[config.mk]
export PLATFORM = sky130hd
export DESIGN_NAME = triplet_search
export DESIGN_NICKNAME = d
export VERILOG_FILES = /design/src/rtl/triplet_pkg.sv /design/src/rtl/us_prescaler.sv /design/src/rtl/slot_gen.sv /design/src/rtl/triplet_ctrl.sv /design/src/rtl/triplet_search.sv
export SDC_FILE = /design/constraint.sdc
export NUM_CORES = 1
export LEC_CHECK = 0
export ABC_CLOCK_PERIOD_IN_PS = 2650
export BUFFER_PORTS_ARGS = -buffer_cell sky130_fd_sc_hd__buf_2
export CORE_ASPECT_RATIO = 1.75
export CORE_MARGIN = 1.5
export CORE_UTILIZATION = 45
export DETAILED_ROUTE_END_ITERATION = 7
export GPL_ROUTABILITY_DRIVEN = 0
export MAX_ROUTING_LAYER = met4
export PLACE_DENSITY_LB_ADDON = 0.15
export SETUP_SLACK_MARGIN = 0.1
export SLEW_MARGIN = 0
export SYNTH_ARGS = -nofsm -noshare
export SYNTH_HDL_FRONTEND = slang
export SYNTH_SLANG_ARGS = --single-unit
[constraint.sdc]
create_clock -name clk -period 2.65 [get_ports clk]
set_clock_uncertainty 0.15 [all_clocks]
set_input_delay 0.1325 -clock clk [delete_from_list [all_inputs] [get_ports clk]]
set_output_delay 0.1325 -clock clk [all_outputs]
set_load 0.01 [all_outputs]
[src/rtl/triplet_pkg.sv]
package triplet_pkg;

    typedef enum logic [1:0] {
        SLOT_READ = 2'd0,
        SLOT_WR0  = 2'd1,
        SLOT_WR1  = 2'd2
    } slot_kind_t;

    typedef enum logic [1:0] {
        ST_IDLE   = 2'd0,
        ST_RD_ID  = 2'd1,
        ST_RD_CMP = 2'd2,
        ST_WR_DIR = 2'd3
    } tri_state_t;

    // Layout is fixed: bit 0 first read, bit 1 complement read, bit 2 direction.
    typedef struct packed {
        logic dir;
        logic cmp_bit;
        logic id_bit;
    } tri_status_t;

    function automatic logic is_bus_error(input logic id_bit, input logic cmp_bit);
        return id_bit & cmp_bit;
    endfunction

    function automatic tri_status_t decide(input logic id_bit, input logic cmp_bit,
                                           input logic pref);
        tri_status_t r;
        r.id_bit  = id_bit;
        r.cmp_bit = cmp_bit;
        if (is_bus_error(id_bit, cmp_bit))
            r.dir = 1'b0;
        else if (!id_bit && !cmp_bit)
            r.dir = pref;
        else
            r.dir = id_bit;
        return r;
    endfunction

    function automatic slot_kind_t write_kind(input logic bit_val);
        return bit_val ? SLOT_WR1 : SLOT_WR0;
    endfunction

endpackage

[src/rtl/us_prescaler.sv]
module us_prescaler #(
    parameter int CLKS_PER_US = 50
) (
    input  logic clk,
    input  logic rst,
    input  logic clear,
    output logic tick
);
    localparam int PW = (CLKS_PER_US > 1) ? $clog2(CLKS_PER_US) : 1;
    localparam logic [PW-1:0] LAST = PW'(CLKS_PER_US - 1);

    logic [PW-1:0] pre_q;

    assign tick = (pre_q == LAST);

    always_ff @(posedge clk) begin
        if (rst || clear)
            pre_q <= '0;
        else if (tick)
            pre_q <= '0;
        else
            pre_q <= pre_q + 1'b1;
    end
endmodule

[src/rtl/slot_gen.sv]
module slot_gen
    import triplet_pkg::*;
#(
    parameter int CLKS_PER_US  = 50,
    parameter int SHORT_LOW_US = 6,
    parameter int LONG_LOW_US  = 60,
    parameter int SAMPLE_US    = 15,
    parameter int SLOT_US      = 70
) (
    input  logic       clk,
    input  logic       rst,
    input  logic       req,
    input  slot_kind_t kind,
    input  logic       line_in,
    output logic       drive_low,
    output logic       slot_done,
    output logic       sample_bit
);
    localparam int CW = $clog2(SLOT_US + 1);
    localparam logic [CW-1:0] SHORT_C  = CW'(SHORT_LOW_US);
    localparam logic [CW-1:0] LONG_C   = CW'(LONG_LOW_US);
    localparam logic [CW-1:0] SAMPLE_C = CW'(SAMPLE_US - 1);
    localparam logic [CW-1:0] END_C    = CW'(SLOT_US - 1);

    logic          active_q;
    slot_kind_t    kind_q;
    logic [CW-1:0] us_q;
    logic [1:0]    sync_q;
    logic          sample_q;
    logic          tick;
    logic [CW-1:0] low_len;

    us_prescaler #(.CLKS_PER_US(CLKS_PER_US)) u_pre (
        .clk   (clk),
        .rst   (rst),
        .clear (!active_q),
        .tick  (tick)
    );

    assign low_len    = (kind_q == SLOT_WR0) ? LONG_C : SHORT_C;
    assign drive_low  = active_q && (us_q < low_len);
    assign slot_done  = active_q && tick && (us_q == END_C);
    assign sample_bit = sample_q;

    always_ff @(posedge clk) begin
        if (rst)
            sync_q <= 2'b11;
        else
            sync_q <= {sync_q[0], line_in};
    end

    always_ff @(posedge clk) begin
        if (rst) begin
            active_q <= 1'b0;
            kind_q   <= SLOT_READ;
            us_q     <= '0;
            sample_q <= 1'b0;
        end else if (!active_q) begin
            if (req) begin
                active_q <= 1'b1;
                kind_q   <= kind;
                us_q     <= '0;
            end
        end else if (tick) begin
            if (us_q == SAMPLE_C && kind_q == SLOT_READ)
                sample_q <= sync_q[1];
            if (us_q == END_C) begin
                active_q <= 1'b0;
                us_q     <= '0;
            end else begin
                us_q <= us_q + 1'b1;
            end
        end
    end
endmodule

[src/rtl/triplet_ctrl.sv]
module triplet_ctrl
    import triplet_pkg::*;
(
    input  logic       clk,
    input  logic       rst,
    input  logic       start,
    input  logic       pref_dir,
    input  logic       slot_done,
    input  logic       sample_bit,
    output logic       slot_req,
    output slot_kind_t slot_kind,
    output logic       busy,
    output logic       done,
    output logic [2:0] status
);
    tri_state_t  state_q;
    logic        pref_q;
    logic        id_q;
    tri_status_t pend_q;
    tri_status_t status_q;
    logic        done_q;
    logic        req_q;
    slot_kind_t  kind_q;
    tri_status_t dec;

    assign dec       = decide(id_q, sample_bit, pref_q);
    assign slot_req  = req_q;
    assign slot_kind = kind_q;
    assign busy      = (state_q != ST_IDLE);
    assign done      = done_q;
    assign status    = status_q;

    always_ff @(posedge clk) begin
        if (rst) begin
            state_q  <= ST_IDLE;
            pref_q   <= 1'b0;
            id_q     <= 1'b0;
            pend_q   <= '0;
            status_q <= '0;
            done_q   <= 1'b0;
            req_q    <= 1'b0;
            kind_q   <= SLOT_READ;
        end else begin
            done_q <= 1'b0;
            req_q  <= 1'b0;
            unique case (state_q)
                ST_IDLE: if (start) begin
                    pref_q  <= pref_dir;
                    req_q   <= 1'b1;
                    kind_q  <= SLOT_READ;
                    state_q <= ST_RD_ID;
                end
                ST_RD_ID: if (slot_done) begin
                    id_q    <= sample_bit;
                    req_q   <= 1'b1;
                    kind_q  <= SLOT_READ;
                    state_q <= ST_RD_CMP;
                end
                ST_RD_CMP: if (slot_done) begin
                    if (is_bus_error(id_q, sample_bit)) begin
                        status_q <= dec;
                        done_q   <= 1'b1;
                        state_q  <= ST_IDLE;
                    end else begin
                        pend_q  <= dec;
                        req_q   <= 1'b1;
                        kind_q  <= write_kind(dec.dir);
                        state_q <= ST_WR_DIR;
                    end
                end
                ST_WR_DIR: if (slot_done) begin
                    status_q <= pend_q;
                    done_q   <= 1'b1;
                    state_q  <= ST_IDLE;
                end
                default: state_q <= ST_IDLE;
            endcase
        end
    end
endmodule

[src/rtl/triplet_search.sv]
module triplet_search
    import triplet_pkg::*;
#(
    parameter int CLKS_PER_US  = 50,
    parameter int SHORT_LOW_US = 6,
    parameter int LONG_LOW_US  = 60,
    parameter int SAMPLE_US    = 15,
    parameter int SLOT_US      = 70
) (
    input  logic       clk,
    input  logic       rst,
    input  logic       start,
    input  logic       pref_dir,
    input  logic       line_in,
    output logic       drive_low,
    output logic       busy,
    output logic       done,
    output logic [2:0] status
);
    logic       slot_req;
    slot_kind_t slot_kind;
    logic       slot_done;
    logic       sample_bit;

    triplet_ctrl u_ctrl (
        .clk        (clk),
        .rst        (rst),
        .start      (start),
        .pref_dir   (pref_dir),
        .slot_done  (slot_done),
        .sample_bit (sample_bit),
        .slot_req   (slot_req),
        .slot_kind  (slot_kind),
        .busy       (busy),
        .done       (done),
        .status     (status)
    );

    slot_gen #(
        .CLKS_PER_US  (CLKS_PER_US),
        .SHORT_LOW_US (SHORT_LOW_US),
        .LONG_LOW_US  (LONG_LOW_US),
        .SAMPLE_US    (SAMPLE_US),
        .SLOT_US      (SLOT_US)
    ) u_slot (
        .clk        (clk),
        .rst        (rst),
        .req        (slot_req),
        .kind       (slot_kind),
        .line_in    (line_in),
        .drive_low  (drive_low),
        .slot_done  (slot_done),
        .sample_bit (sample_bit)
    );
endmodule

Word level (Yosys, flattened, before mapping). Index checks and enable logic that the tools add are counted.

Register bits: 33.

Add/sub/neg operators: 2. Magnitude comparators: 1. Eq/ne operators: 14. Multiplexer cells: 34. Bitwise gates (word level): 3. Reductions and logical operators: 25.

Operator list (count): 2-to-1 mux 7 bit (4); 2-to-1 mux 2 bit (9); 2-to-1 mux 1 bit (12); != test 2 bit, second input constant (6); 2-to-1 mux 3 bit (3); one-hot mux 2 bit (4 select lines) (1); AND reduction 2 bit (4); AND reduction 4 bit (2); adder 7 x 1 -> 7 bit, second input constant (1); == test 7 x 4 -> 1 bit, second input constant (1); == test 7 bit, second input constant (1); less-than comparator 7 bit (1); adder 6 x 1 -> 6 bit, second input constant (1); == test 6 bit, second input constant (1); 2-to-1 mux 6 bit (1); one-hot mux 2 bit (3 select lines) (1); one-hot mux 3 bit (2 select lines) (1); AND reduction 3 bit (2); nonzero test 2 bit (3); logical AND 1 bit (5); AND reduction 5 bit (1); == test 2 x 1 -> 1 bit, second input constant (2); == test 2 bit, second input constant (2); logical NOT 2 bit (2); other kinds (9) (12).

Depth between registers and ports, before layout.
Depth in word-level cells: 8. Depth in mapped cells: 7. Depth with buffers taken out: 6.

By module. A second synthesis with hierarchy kept.

Cell total of the unflattened synthesis: 171. Area, all modules: 1579.0 µm².

By module, submodules not included: slot_gen (times used 1, cells an instance 79, area each 705.7 µm²); triplet_ctrl (times used 1, cells an instance 65, area each 619.3 µm²); us_prescaler (times used 1, cells an instance 27, area each 254.0 µm²).

Worst setup path before layout. Ideal clock, no wire load.

Path kind: reg-to-reg. Start point: reg u_slot.u_pre.pre_q[0]. End point: reg u_ctrl.kind_q[0] (netlist: u_ctrl.slot_kind[0]). Library setup time: 0.069 ns. Data arrival time: 1.598 ns. Setup slack: 0.833 ns. Stages on the path, launching flop included: 7. Path buffers: 1. Path through: dfxtp_1 > ha_1 > and4b_2 > nand4bb_1 > buf_2 > or4_1 > o21ai_1.

Word-level cells in the longest chain between the ends: 5. Elaborated cells on any way between the ends: 6. Those cells by class: eq/ne (3); reduce/logical (3).

RTL lines: start: declaration (line us_prescaler.sv:12) `logic [PW-1:0] pre_q;`; start signal: assignment (line us_prescaler.sv:22) `pre_q <= pre_q + 1'b1;`; == test 6 bit * (line us_prescaler.sv:14) `assign tick = (pre_q == LAST);`; logical AND 1 bit * (2 in series) (line slot_gen.sv:42) `assign slot_done = active_q && tick && (us_q == END_C);`; != test 2 bit (no line); AND reduction 5 bit (no line) *; end signal: assignment (line triplet_ctrl.sv:67) `kind_q <= write_kind(dec.dir);`; end: declaration (line triplet_ctrl.sv:23) `slot_kind_t kind_q;`.

Mark *: on every way between the ends. The rest lies on a longest branch, timed or not. A chain may end at the register's enable or synchronous reset.

Worst setup path after layout. Same ends and word-level chain as after synthesis.

==> metrics.md <==
| Metric | Value |
|---|---|
| Reg2reg path depth | `5` |
| DIE HEIGHT | `82.1 um` |
| DR pass1 iterations | `4` |
| Endpoint kind of the worst setup timing path | `flip-flop` |
| Minimum clock period | `2.09 ns` |
| CP top delay family | `simple AND/OR/NAND/NOR gates` |
| Worst-skew pair later-pin latency | `0.28 ns` |
| Crit-path slowest cell | `or4_1` |
| 1st-iter DRT viols | `25` |
| TritonCTS Buffers | `5` |
| CTS root buf | `clkbuf_8` |
| Number of global-route vias before repair | `1267` |
| Overall power | `895 uW` |
| Setup repair bufs after CTS | `0` |
| Initial antenna violation count | `0` |
| Core ar. | `3400 sq um` |
| Fmax | `0.479 GHz` |
| Post-CTS sizing | `0` |
| Pwr Density | `504 nW/um^2` |
| Crit path kind | `flip-flop to flip-flop` |
| Worst path arrival time | `2.15 ns` |
| Post-route ant nets | `0` |
| Post-synth ARST share | `0%` |
| Buf+Inv Stages, Crit Path | `0` |
| # hold bufs at CTS | `2` |
| Ports | `11` |
| Register area share after synthesis | `41.1%` |
| R2R Setup Slk | `0.56 ns` |
| Layout cell share with drive strength beyond 1 | `16.6%` |
| Setup TNS | `0 ns` |
| Worst Max-Slew Pin Slew | `0.657 ns` |
| Layout area overhead | `10.3%` |
| Post-synth top area share | `41.1%` |
| Initial Utilization | `47.3%` |
| Worst Hold Class | `input port to flip-flop` |
| Detailed-route wire length | `3320 um` |
| HPWL Detailed | `2450 um` |
| Per-cell routed wire length | `14.3 um` |
| Crit Path Max Fanout | `9` |
| Via-per-instance ratio | `5.67` |
| Synthesized netlist cell count | `175` |
| Syn avg cell area | `9.19 sq um` |
| DRC Markers | `0` |
| Required @ worst endpoint | `2.71 ns` |
| DR vias | `1315` |
| CTS tree | `done` |
| Slew Limit Fails | `0` |
| RSZ-0062 raised after global routing | `false` |
| Final Setup Violations | `0` |
| CTS max path bufs | `2` |
| Hold Vio Cnt, Final | `0` |
| CP cell instances | `ha_1, and4b_2, nand4bb_1, or4_1, o21ai_1` |
| Die X | `48.2 um` |
| PortBufs | `10` |
| Largest cells by area after synthesis | `dfxtp_1 (41%), ha_1 (6.2%), a21oi_1 (4.7%)` |
| Wire length of the first global-routing pass | `5650 um` |
| VDD IR max | `0.453 mV` |
| Unique cell type count in the Yosys netlist | `49` |
| Gr ovfl total | `0` |
| Ys Warns | `0` |
| RR Startpoint | `u_slot.u_pre.pre_q[0]` |
| Non-Filler Instances | `232` |
| Critical path depth | `5` |
| Post-synth EDFFs | `0` |
| Nets | `201` |
| MaxCap Viol Count | `0` |
| Clock Pin Slew Worst Setup and Hold Paths | `0.06 ns` |
| Antenna Cells | `0` |
| Critical Path Max Stage Delay | `0.56 ns` |
| Placed cell count | `224` |
| Lkg Pwr | `0.695 nW` |
| Die area | `3960 sq um` |
| Worst setup path end | `u_ctrl.slot_kind[0]` |
| Final period util | `78.8%` |
| Mapped Area | `1610 sq um` |
| Status | `finished clean` |
| Crit. Startpoint | `u_slot.u_pre.pre_q[0]` |
| Commonest non-fill, non-tap cell in the layout | `dfxtp_1` |
| Largest net degree at the start of global routing | `24` |
| Crit path launch type | `flip-flop` |
| Site row count | `28` |
| Total clock sinks | `33` |
| Relative slew slack | `56.1%` |
| H-tree depth | `2` |
| Placed cell area | `1680 sq um` |
| Largest area contributor in the netlist | `dfxtp_1` |
| Most frequent cells in the layout | `dfxtp_1 (33), a21oi_1 (15), nor2_1 (12)` |
| Yosys reg bits | `33` |
| Ys flop type | `dfxtp_1` |
| # fillers | `356` |
| GRT Overall Usage | `20.7%` |
| Synthesized net count | `188` |
| Finished Cell Area | `1780 sq um` |
| Reg2Reg Capture Point | `u_ctrl.slot_kind[0]` |
[per-layer routing]
| metal | GRT usage (%) | wire length, um | vias up | share of wire, % |
|---|---|---|---|---|
| met5 | - | 0 | - | 0 |
| met4 | 10.5 | 96 | 0 | 2.9 |
| met3 | 4.13 | 102 | 9 | 3.1 |
| met2 | 35.8 | 1850 | 34 | 56 |
| met1 | 20.7 | 1270 | 614 | 38 |
| li1 | - | - | 658 | - |
[metrics by stage]
step	utilization (%)	hold slack [ns]	worst slack (ns)
floorplan	-	0.0863	0.833
global placement	49.5	0.165	0.665
detailed placement	49.5	0.168	0.596
CTS	52.2	0.113	0.580
global route	52.2	0.123	0.409
finish	52.2	0.111	0.561
[where the power goes]
group	switching [mW]	internal (mW)
clock	0.171	0.173
combinational	0.0264	0.0181
sequential	0.00571	0.502
[flip-flops by register name, indices dropped and copies added, names as in the netlist, 2 cells and up]
register,flops
u_ctrl.pend_q,3
u_ctrl.slot_kind,2
u_ctrl.state_q,2
u_ctrl.status,3
u_slot.kind_q,2
u_slot.sync_q,2
u_slot.u_pre.pre_q,6
u_slot.us_q,7
[cells in the mapped netlist, types with 3 or more instances]
cell type  count
nor2b_1        4
nand2b_1       4
nor2_1        12
mux2i_1        3
nand2_1       11
a21oi_1       15
nor3_1         3
nand3_1       10
xnor2_1        4
buf_2          3
and3_1         3
ha_1           8
nand4_1        3
a211oi_1       4
nor3b_1        4
dfxtp_1       33
or2_2          3
inv_1          6
[cells by family (layout without fill, tap and decap cells)]
logic type	Yosys count	count (layout)	share of synthesized area [%]
compound gates	40	40	17.4
xor+xnor	6	6	3.27
fa+ha+maj	8	8	6.22
buf+inv	13	25	3.73
flops	33	33	41.1
mux	3	3	1.87
simple gates	72	72	26.4
[worst register-to-register path: stages, from the launching register on]
cell	delay [ns]
dfxtp_1	0.37
ha_1	0.20
and4b_2	0.29
nand4bb_1	0.33
or4_1	0.56
o21ai_1	0.12
[worst min-delay path by stage]
stage               startpoint                end  slack, ns  cells past startpoint
floorplan              line_in   u_slot.sync_q[0]       0.09                      1
global placement       line_in   u_slot.sync_q[0]       0.17                      2
detailed placement     line_in   u_slot.sync_q[0]       0.17                      2
CTS                        rst  u_slot.sample_bit       0.11                      2
global route               rst  u_slot.sample_bit       0.12                      2
finish                     rst  u_slot.sample_bit       0.11                      2
[final cells by class]
cell class                      count  area [sq um]  share of cell area (%)
Multi-Input combinational cell    129           888                    50.0
Timing Repair Buffer               12          70.1                    3.95
Clock buffer                        5          68.8                    3.88
Tap cell                           45          56.3                    3.17
Inverter                            7          26.3                    1.48
Sequential cell                    33           661                    37.2
Clock inverter                      1          5.00                   0.282
(Power assumes the default switching activity.)
